**src/rtl/cfg_loader_pkg.sv**
```systemverilog
package cfg_loader_pkg;

    typedef enum logic [1:0] {
        ST_IDLE     = 2'd0,
        ST_ARMED    = 2'd1,
        ST_SHIFT    = 2'd2,
        ST_WAIT_REL = 2'd3
    } ld_state_t;

    // bit positions of the control inputs inside the synchronizer vector
    localparam int CTL_WR  = 0;
    localparam int CTL_SLO = 1;
    localparam int CTL_SHI = 2;
    localparam int CTL_RD  = 3;
    localparam int CTL_W   = 4;

    // idle (inactive) levels: rd_n=1, sel_hi=0, sel_lo_n=1, wr_n=1
    localparam logic [CTL_W-1:0] CTL_IDLE = 4'b1011;

endpackage

```
**src/rtl/cfg_sync.sv**
```systemverilog
module cfg_sync #(
    parameter int          WIDTH   = 4,
    parameter int          STAGES  = 2,
    parameter logic [WIDTH-1:0] RST_VAL = '0
) (
    input  logic             clk,
    input  logic             rst_n,
    input  logic [WIDTH-1:0] async_in,
    output logic [WIDTH-1:0] sync_out
);

    logic [WIDTH-1:0] chain [STAGES];

    always_ff @(posedge clk or negedge rst_n) begin
        if (!rst_n) begin
            for (int i = 0; i < STAGES; i++) begin
                chain[i] <= RST_VAL;
            end
        end else begin
            chain[0] <= async_in;
            for (int i = 1; i < STAGES; i++) begin
                chain[i] <= chain[i-1];
            end
        end
    end

    assign sync_out = chain[STAGES-1];

endmodule

```
**src/rtl/cfg_ser_shifter.sv**
```systemverilog
module cfg_ser_shifter #(
    parameter int DATA_W = 8
) (
    input  logic              clk,
    input  logic              rst_n,
    input  logic              load,
    input  logic              active,
    input  logic [DATA_W-1:0] load_data,
    output logic              ser_out,
    output logic              last_bit
);

    localparam int              CNT_W    = $clog2(DATA_W);
    localparam logic [CNT_W-1:0] LAST_IDX = CNT_W'(DATA_W - 1);

    logic [DATA_W-1:0] shreg;
    logic [CNT_W-1:0]  bit_idx;
    logic              line_q;

    // rising edge: load or advance the shift register
    always_ff @(posedge clk or negedge rst_n) begin
        if (!rst_n) begin
            shreg   <= '0;
            bit_idx <= '0;
        end else if (load) begin
            shreg   <= load_data;
            bit_idx <= '0;
        end else if (active) begin
            shreg   <= {shreg[DATA_W-2:0], 1'b0};
            bit_idx <= bit_idx + 1'b1;
        end
    end

    // falling edge: present the current MSB, line rests high when idle
    always_ff @(negedge clk or negedge rst_n) begin
        if (!rst_n) begin
            line_q <= 1'b1;
        end else if (active) begin
            line_q <= shreg[DATA_W-1];
        end else begin
            line_q <= 1'b1;
        end
    end

    assign ser_out  = line_q;
    assign last_bit = active && (bit_idx == LAST_IDX);

    // a full idle period leaves the line high
    assert_idle_line_high_R5: assert property (
        @(posedge clk) disable iff (!rst_n)
        (!active && !$past(active)) |-> ser_out
    );

endmodule

```
**src/rtl/cfg_ctrl_fsm.sv**
```systemverilog
module cfg_ctrl_fsm
    import cfg_loader_pkg::*;
#(
    parameter int DATA_W = 8
) (
    input  logic              clk,
    input  logic              rst_n,
    input  logic              wr_go,
    input  logic [DATA_W-1:0] host_d,
    input  logic              last_bit,
    output logic              ready,
    output logic              active,
    output logic              load,
    output logic [DATA_W-1:0] held_byte,
    output logic              overrun
);

    localparam int               LEN_W     = $clog2(DATA_W) + 1;
    localparam logic [LEN_W-1:0] LEN_LIMIT = LEN_W'(DATA_W);
    localparam logic [LEN_W-1:0] LEN_LAST  = LEN_W'(DATA_W - 1);

    ld_state_t  state, state_nx;
    logic       wr_go_d;
    logic       ovr_q;
    logic [DATA_W-1:0] hold_q;
    logic [LEN_W-1:0]  busy_len;

    // state register
    always_ff @(posedge clk or negedge rst_n) begin
        if (!rst_n) begin
            state <= ST_IDLE;
        end else begin
            state <= state_nx;
        end
    end

    // transitions
    always_comb begin
        state_nx = state;
        unique case (state)
            ST_IDLE:     if (wr_go)    state_nx = ST_ARMED;
            ST_ARMED:    if (!wr_go)   state_nx = ST_SHIFT;
            ST_SHIFT:    if (last_bit) state_nx = wr_go ? ST_WAIT_REL : ST_IDLE;
            ST_WAIT_REL: if (!wr_go)   state_nx = ST_IDLE;
            default:                   state_nx = ST_IDLE;
        endcase
    end

    // outputs decoded from the state
    always_comb begin
        ready  = 1'b1;
        active = 1'b0;
        load   = 1'b0;
        unique case (state)
            ST_IDLE:     ready = 1'b1;
            ST_ARMED:    load  = !wr_go;
            ST_SHIFT: begin
                ready  = 1'b0;
                active = 1'b1;
            end
            ST_WAIT_REL: ready = 1'b1;
            default:     ready = 1'b1;
        endcase
    end

    // byte latch, strobe history and sticky overrun
    always_ff @(posedge clk or negedge rst_n) begin
        if (!rst_n) begin
            hold_q  <= '0;
            wr_go_d <= 1'b0;
            ovr_q   <= 1'b0;
        end else begin
            wr_go_d <= wr_go;
            if (wr_go && (state == ST_IDLE || state == ST_ARMED)) begin
                hold_q <= host_d;
            end
            if (state == ST_SHIFT && wr_go && !wr_go_d) begin
                ovr_q <= 1'b1;
            end
        end
    end

    assign held_byte = hold_q;
    assign overrun   = ovr_q;

    // cycle count of the current busy period, for the bound check
    always_ff @(posedge clk or negedge rst_n) begin
        if (!rst_n) begin
            busy_len <= '0;
        end else if (state == ST_SHIFT) begin
            busy_len <= busy_len + 1'b1;
        end else begin
            busy_len <= '0;
        end
    end

    // busy never reaches the limit, and leaves after the last period
    assert_busy_bounded_R3: assert property (
        @(posedge clk) disable iff (!rst_n)
        (state == ST_SHIFT) |-> (busy_len < LEN_LIMIT)
    );
    assert_busy_ends_R3: assert property (
        @(posedge clk) disable iff (!rst_n)
        (state == ST_SHIFT && busy_len == LEN_LAST) |=> (state != ST_SHIFT)
    );

    // ready only falls on the release of an armed write
    assert_ready_fall_on_release_R2: assert property (
        @(posedge clk) disable iff (!rst_n)
        $fell(ready) |-> ($past(state) == ST_ARMED && !$past(wr_go))
    );

    // overrun is sticky and is raised only while draining
    assert_overrun_sticky_R7: assert property (
        @(posedge clk) disable iff (!rst_n)
        overrun |=> overrun
    );
    assert_overrun_cause_R7: assert property (
        @(posedge clk) disable iff (!rst_n)
        $rose(overrun) |-> ($past(state) == ST_SHIFT)
    );

endmodule

```
**src/rtl/cfg_byte_loader.sv**
```systemverilog
module cfg_byte_loader
    import cfg_loader_pkg::*;
#(
    parameter int DATA_W      = 8,
    parameter int SYNC_STAGES = 2
) (
    input  logic              cfg_clk,
    input  logic              rst_n,
    input  logic [DATA_W-1:0] host_d,
    input  logic              host_wr_n,
    input  logic              host_rd_n,
    input  logic              sel_lo_n,
    input  logic              sel_hi,
    output logic              ready,
    output logic              ser_out,
    output logic              top_bit_oe,
    output logic              top_bit_val,
    output logic              overrun
);

    logic [CTL_W-1:0]  ctl_raw, ctl_s;
    logic              wr_go, load, active, last_bit, rdy_i;
    logic [DATA_W-1:0] held_byte;

    always_comb begin
        ctl_raw          = CTL_IDLE;
        ctl_raw[CTL_WR]  = host_wr_n;
        ctl_raw[CTL_SLO] = sel_lo_n;
        ctl_raw[CTL_SHI] = sel_hi;
        ctl_raw[CTL_RD]  = host_rd_n;
    end

    cfg_sync #(
        .WIDTH  (CTL_W),
        .STAGES (SYNC_STAGES),
        .RST_VAL(CTL_IDLE)
    ) u_sync (
        .clk     (cfg_clk),
        .rst_n   (rst_n),
        .async_in(ctl_raw),
        .sync_out(ctl_s)
    );

    // write is qualified only with all three strobes asserted
    assign wr_go = !ctl_s[CTL_WR] && !ctl_s[CTL_SLO] && ctl_s[CTL_SHI];

    cfg_ctrl_fsm #(
        .DATA_W(DATA_W)
    ) u_fsm (
        .clk      (cfg_clk),
        .rst_n    (rst_n),
        .wr_go    (wr_go),
        .host_d   (host_d),
        .last_bit (last_bit),
        .ready    (rdy_i),
        .active   (active),
        .load     (load),
        .held_byte(held_byte),
        .overrun  (overrun)
    );

    cfg_ser_shifter #(
        .DATA_W(DATA_W)
    ) u_shift (
        .clk      (cfg_clk),
        .rst_n    (rst_n),
        .load     (load),
        .active   (active),
        .load_data(held_byte),
        .ser_out  (ser_out),
        .last_bit (last_bit)
    );

    assign ready       = rdy_i;
    assign top_bit_oe  = !ctl_s[CTL_RD];
    assign top_bit_val = top_bit_oe && rdy_i;

endmodule

```
**config.mk**
```make
export PLATFORM = sky130hd
export DESIGN_NAME = cfg_byte_loader
export DESIGN_NICKNAME = d
export VERILOG_FILES = /design/src/rtl/cfg_loader_pkg.sv /design/src/rtl/cfg_sync.sv /design/src/rtl/cfg_ser_shifter.sv /design/src/rtl/cfg_ctrl_fsm.sv /design/src/rtl/cfg_byte_loader.sv
export SDC_FILE = /design/constraint.sdc
export NUM_CORES = 1
export LEC_CHECK = 0
export ABC_CLOCK_PERIOD_IN_PS = 2800
export CAP_MARGIN = 20
export CORE_ASPECT_RATIO = 0.9
export CORE_MARGIN = 2
export CORE_UTILIZATION = 45
export CTS_BUF_LIST = sky130_fd_sc_hd__clkbuf_2 sky130_fd_sc_hd__clkbuf_4 sky130_fd_sc_hd__clkbuf_8
export DETAILED_ROUTE_END_ITERATION = 6
export PLACE_DENSITY_LB_ADDON = 0.12
export SLEW_MARGIN = 40
export SYNTH_ARGS = -nofsm -noshare
export SYNTH_HDL_FRONTEND = slang
export SYNTH_HIERARCHICAL = 1
export SYNTH_SLANG_ARGS = --single-unit
```
**constraint.sdc**
```tcl
create_clock -name cfg_clk -period 2.8 [get_ports cfg_clk]
set_clock_uncertainty 0.2 [all_clocks]
set_input_delay 0.84 -clock cfg_clk [delete_from_list [all_inputs] [get_ports cfg_clk]]
set_output_delay 0.84 -clock cfg_clk [all_outputs]
set_load 0.005 [all_outputs]
```
==> impl_metrics.ini <==
[status]
status = finished, violations left
violations = negative setup slack

[timing]
setup_viol = 1
worstMarginPinSlew_ns = 0.393
fin_ws_ns = -0.604
tns_ns = -0.604
finalHoldViolations = 0
drv_slew = 0
rsz0062_at_grt = yes
maxSlewHeadroom_pct = 73.7

[critical_path]
crit_type = reg2out
critPathTopFamily = flip-flops
crit_path_end_kind = primary output
r2r_cells = 2
cp_slowest_stage_delay_ns = 0.51
crit_arrival_ns = 2.36
timing.rr.end = u_shift/ser_out$_DFF_NN1_
required_ns = 1.76
critPathLaunchType = flop
crit_fanout = 1
regToRegSetupSlack_ns = 0.47
cp_cell_sequence = buf_6
r2r_start = u_fsm/state[0]$_DFFE_PN0P_
cp_slowest_cell = dfstp_2
crit_buf_inv = 1

[final_layout]
num_antenna_cells = 0
finalInstanceArea_um2 = 1580
layout-drive-gt1-share_pct = 29.9
mostFrequentLayoutCells = dfrtp_1, clkdlybuf4s50_1, mux2i_1, mux2_4, nand2_1
final_cells = 157
final_core_util_pct = 56.7
finalNetCount = 132
fill_cells = 252
area_delta_synth_final_pct = 17.8
final_common_cell = dfrtp_1

[place]
gp_congestion = 0.709
hpwl_um = 1280
port_buffers = 18
dpl.cell_count = 148
place_area_um2 = 1510

[synth]
synth_top_family_by_area = multiplexers
synth_xor_area_share_pct = 0.652
ys_ff_latch = 32
synthFlopType = dfrtp_1
netlist-cell-type-count = 26
yosysSeqAreaShare_pct = 60.2
netlist_area_um2 = 1340
synthSimpleGateAreaFrac_pct = 8.10
synth_fa_ha_area_share_pct = 1.86
ys_warn_count = 6
syn_nets = 112
synth.mux.area_fraction_pct = 15.6
synth_edf_count = 0
syn_inst = 96
synthArstFlopShare_pct = 100
synth-compound-area-share_pct = 5.40
ys_top_cells_by_area = dfrtp_1, dfstp_2, mux2_4, mux2i_1, buf_12
yosysTopAreaCellShare_pct = 46.6
syn_area_per_cell_um2 = 14.0
synth_largest_area_cell = dfrtp_1

[route]
drc = 0
wl_per_cell_um = 11.9
ant_nets = 0
vias = 716
first_pass_iters = 3
drt-total-wl_um = 1870
first_iter_violations = 14
vias_per_cell = 4.56

[hold_path]
hold_start = u_sync/chain[7]$_DFF_PN1_
hp-class = reg2reg
min_to = u_sync/sync_out[3]$_DFF_PN1_
holdPathStages = 0

[floorplan]
die_h_um = 55.8
dieArea_um2 = 3440
start_util_pct = 48.1
io_pins = 19
core-area_um2 = 2790
rows = 18
die_w_um = 61.6

[clock_network]
clk_pin_slew_ns = 0.09
clk_path_buf_depth = 2
clk_latency_ns = 0.32
cts_tree = built
clock-sinks = 32
cts_made_buffers = 5
cts_root_buf = clkbuf_4
htree_levels = 2

[global_route]
track_usage_pct = 13.0
grt_antenna_before_repair = 0
grt_pass1_vias = 702
grt_pass1_wl_um = 3090
overflow = 0
grt_max_degree = 32

[pwr]
power.density_cell_area_nw_per_um2 = 910
ir_drop_v = 0.000411
total_power_uw = 1440
leakagePower_uw = 0.000707

[job]
cap_violations = 0
==> how the worst max path moves through the flow <==
stage / start / to / slack (ns) / cells past startpoint
after global routing: u_shift/ser_out$_DFF_NN1_ / ser_out / -0.64 / 1
after global placement: u_shift/ser_out$_DFF_NN1_ / ser_out / -0.62 / 1
after detailed placement: u_shift/ser_out$_DFF_NN1_ / ser_out / -0.62 / 1
after CTS: u_shift/ser_out$_DFF_NN1_ / ser_out / -0.62 / 1
final: u_shift/ser_out$_DFF_NN1_ / ser_out / -0.60 / 1
after floorplan: u_shift/ser_out$_DFF_NN1_ / ser_out / -0.14 / 0
==> flip-flops by register name (all words and copies together), names as in the netlist <==
| signal | count |
|---|---|
| u_fsm/held_byte | 8 |
| u_fsm/overrun | 1 |
| u_fsm/state | 2 |
| u_fsm/wr_go_d | 1 |
| u_shift/bit_idx | 3 |
| u_shift/ser_out | 1 |
| u_shift/shreg | 8 |
| u_sync/chain | 4 |
| u_sync/sync_out | 4 |
==> cells in the mapped netlist (2+ instances only) <==
library cell and n:
mux2i_1 9, dfstp_2 7, buf_4 5, o21ai_1 4, mux2_4 8, o21ai_0 4, ha_1 2, inv_1 4
nand2b_1 2, buf_12 2, dfrtp_1 25, nor2_1 3, nand2_1 8
==> what timing repair did <==
item                                    CTS  global route
hold buffers                              0             0
endpoints found under the setup margin    2             2
pin swaps                                 0             0
resized for setup                         4             2
setup buffers                             1             0
==> area by class of cell <==
type | count | area (µm²) | area share [%]
Sequential cell | 32 | 810 | 51.1
Multi-Input combinational cell | 51 | 430 | 27.2
Timing Repair Buffer | 22 | 211 | 13.4
Clock buffer | 8 | 66.3 | 4.19
Tap cell | 40 | 50.0 | 3.16
Inverter | 3 | 11.3 | 0.711
Clock inverter | 1 | 3.75 | 0.237
==> per-layer routing <==
metal / vias up / part of all wire [%] / global-route usage (%)
li1: 355 / - / -
met1: 336 / 45 / 16.3
met2: 18 / 46 / 18.5
met3: 7 / 5.3 / 4.19
met4: 0 / 3.1 / 9.12
met5: - / 0 / 0
==> power by group <==
group,internal (µW),leakage [µW],total [µW],switching [µW]
clock,145,0.0000447,290,144
combinational,271,0.000279,443,172
sequential,625,0.000383,708,83.4
total,1040,0.000707,1440,400
==> kinds of logic (layout without fill, tap and decap cells) <==
group / count (synthesis) / in the layout
DFF: 32 / 32
and+or+nand+nor: 19 / 19
muxes: 17 / 17
buffers and inverters: 13 / 34
AOI/OAI and AO/OA: 12 / 12
adders and majority gates: 2 / 2
xor gates and xnor gates: 1 / 1
==> per-stage QoR <==
stage          hold slack, ns  setup WS, ns
2_1_floorplan           0.131        -0.141
3_3_place_gp            0.134        -0.621
3_5_place_dp            0.142        -0.617
4_1_cts                 0.160        -0.618
5_1_grt                 0.166        -0.639
6_report                0.159        -0.604
Power figures use the tool's default switching activity.
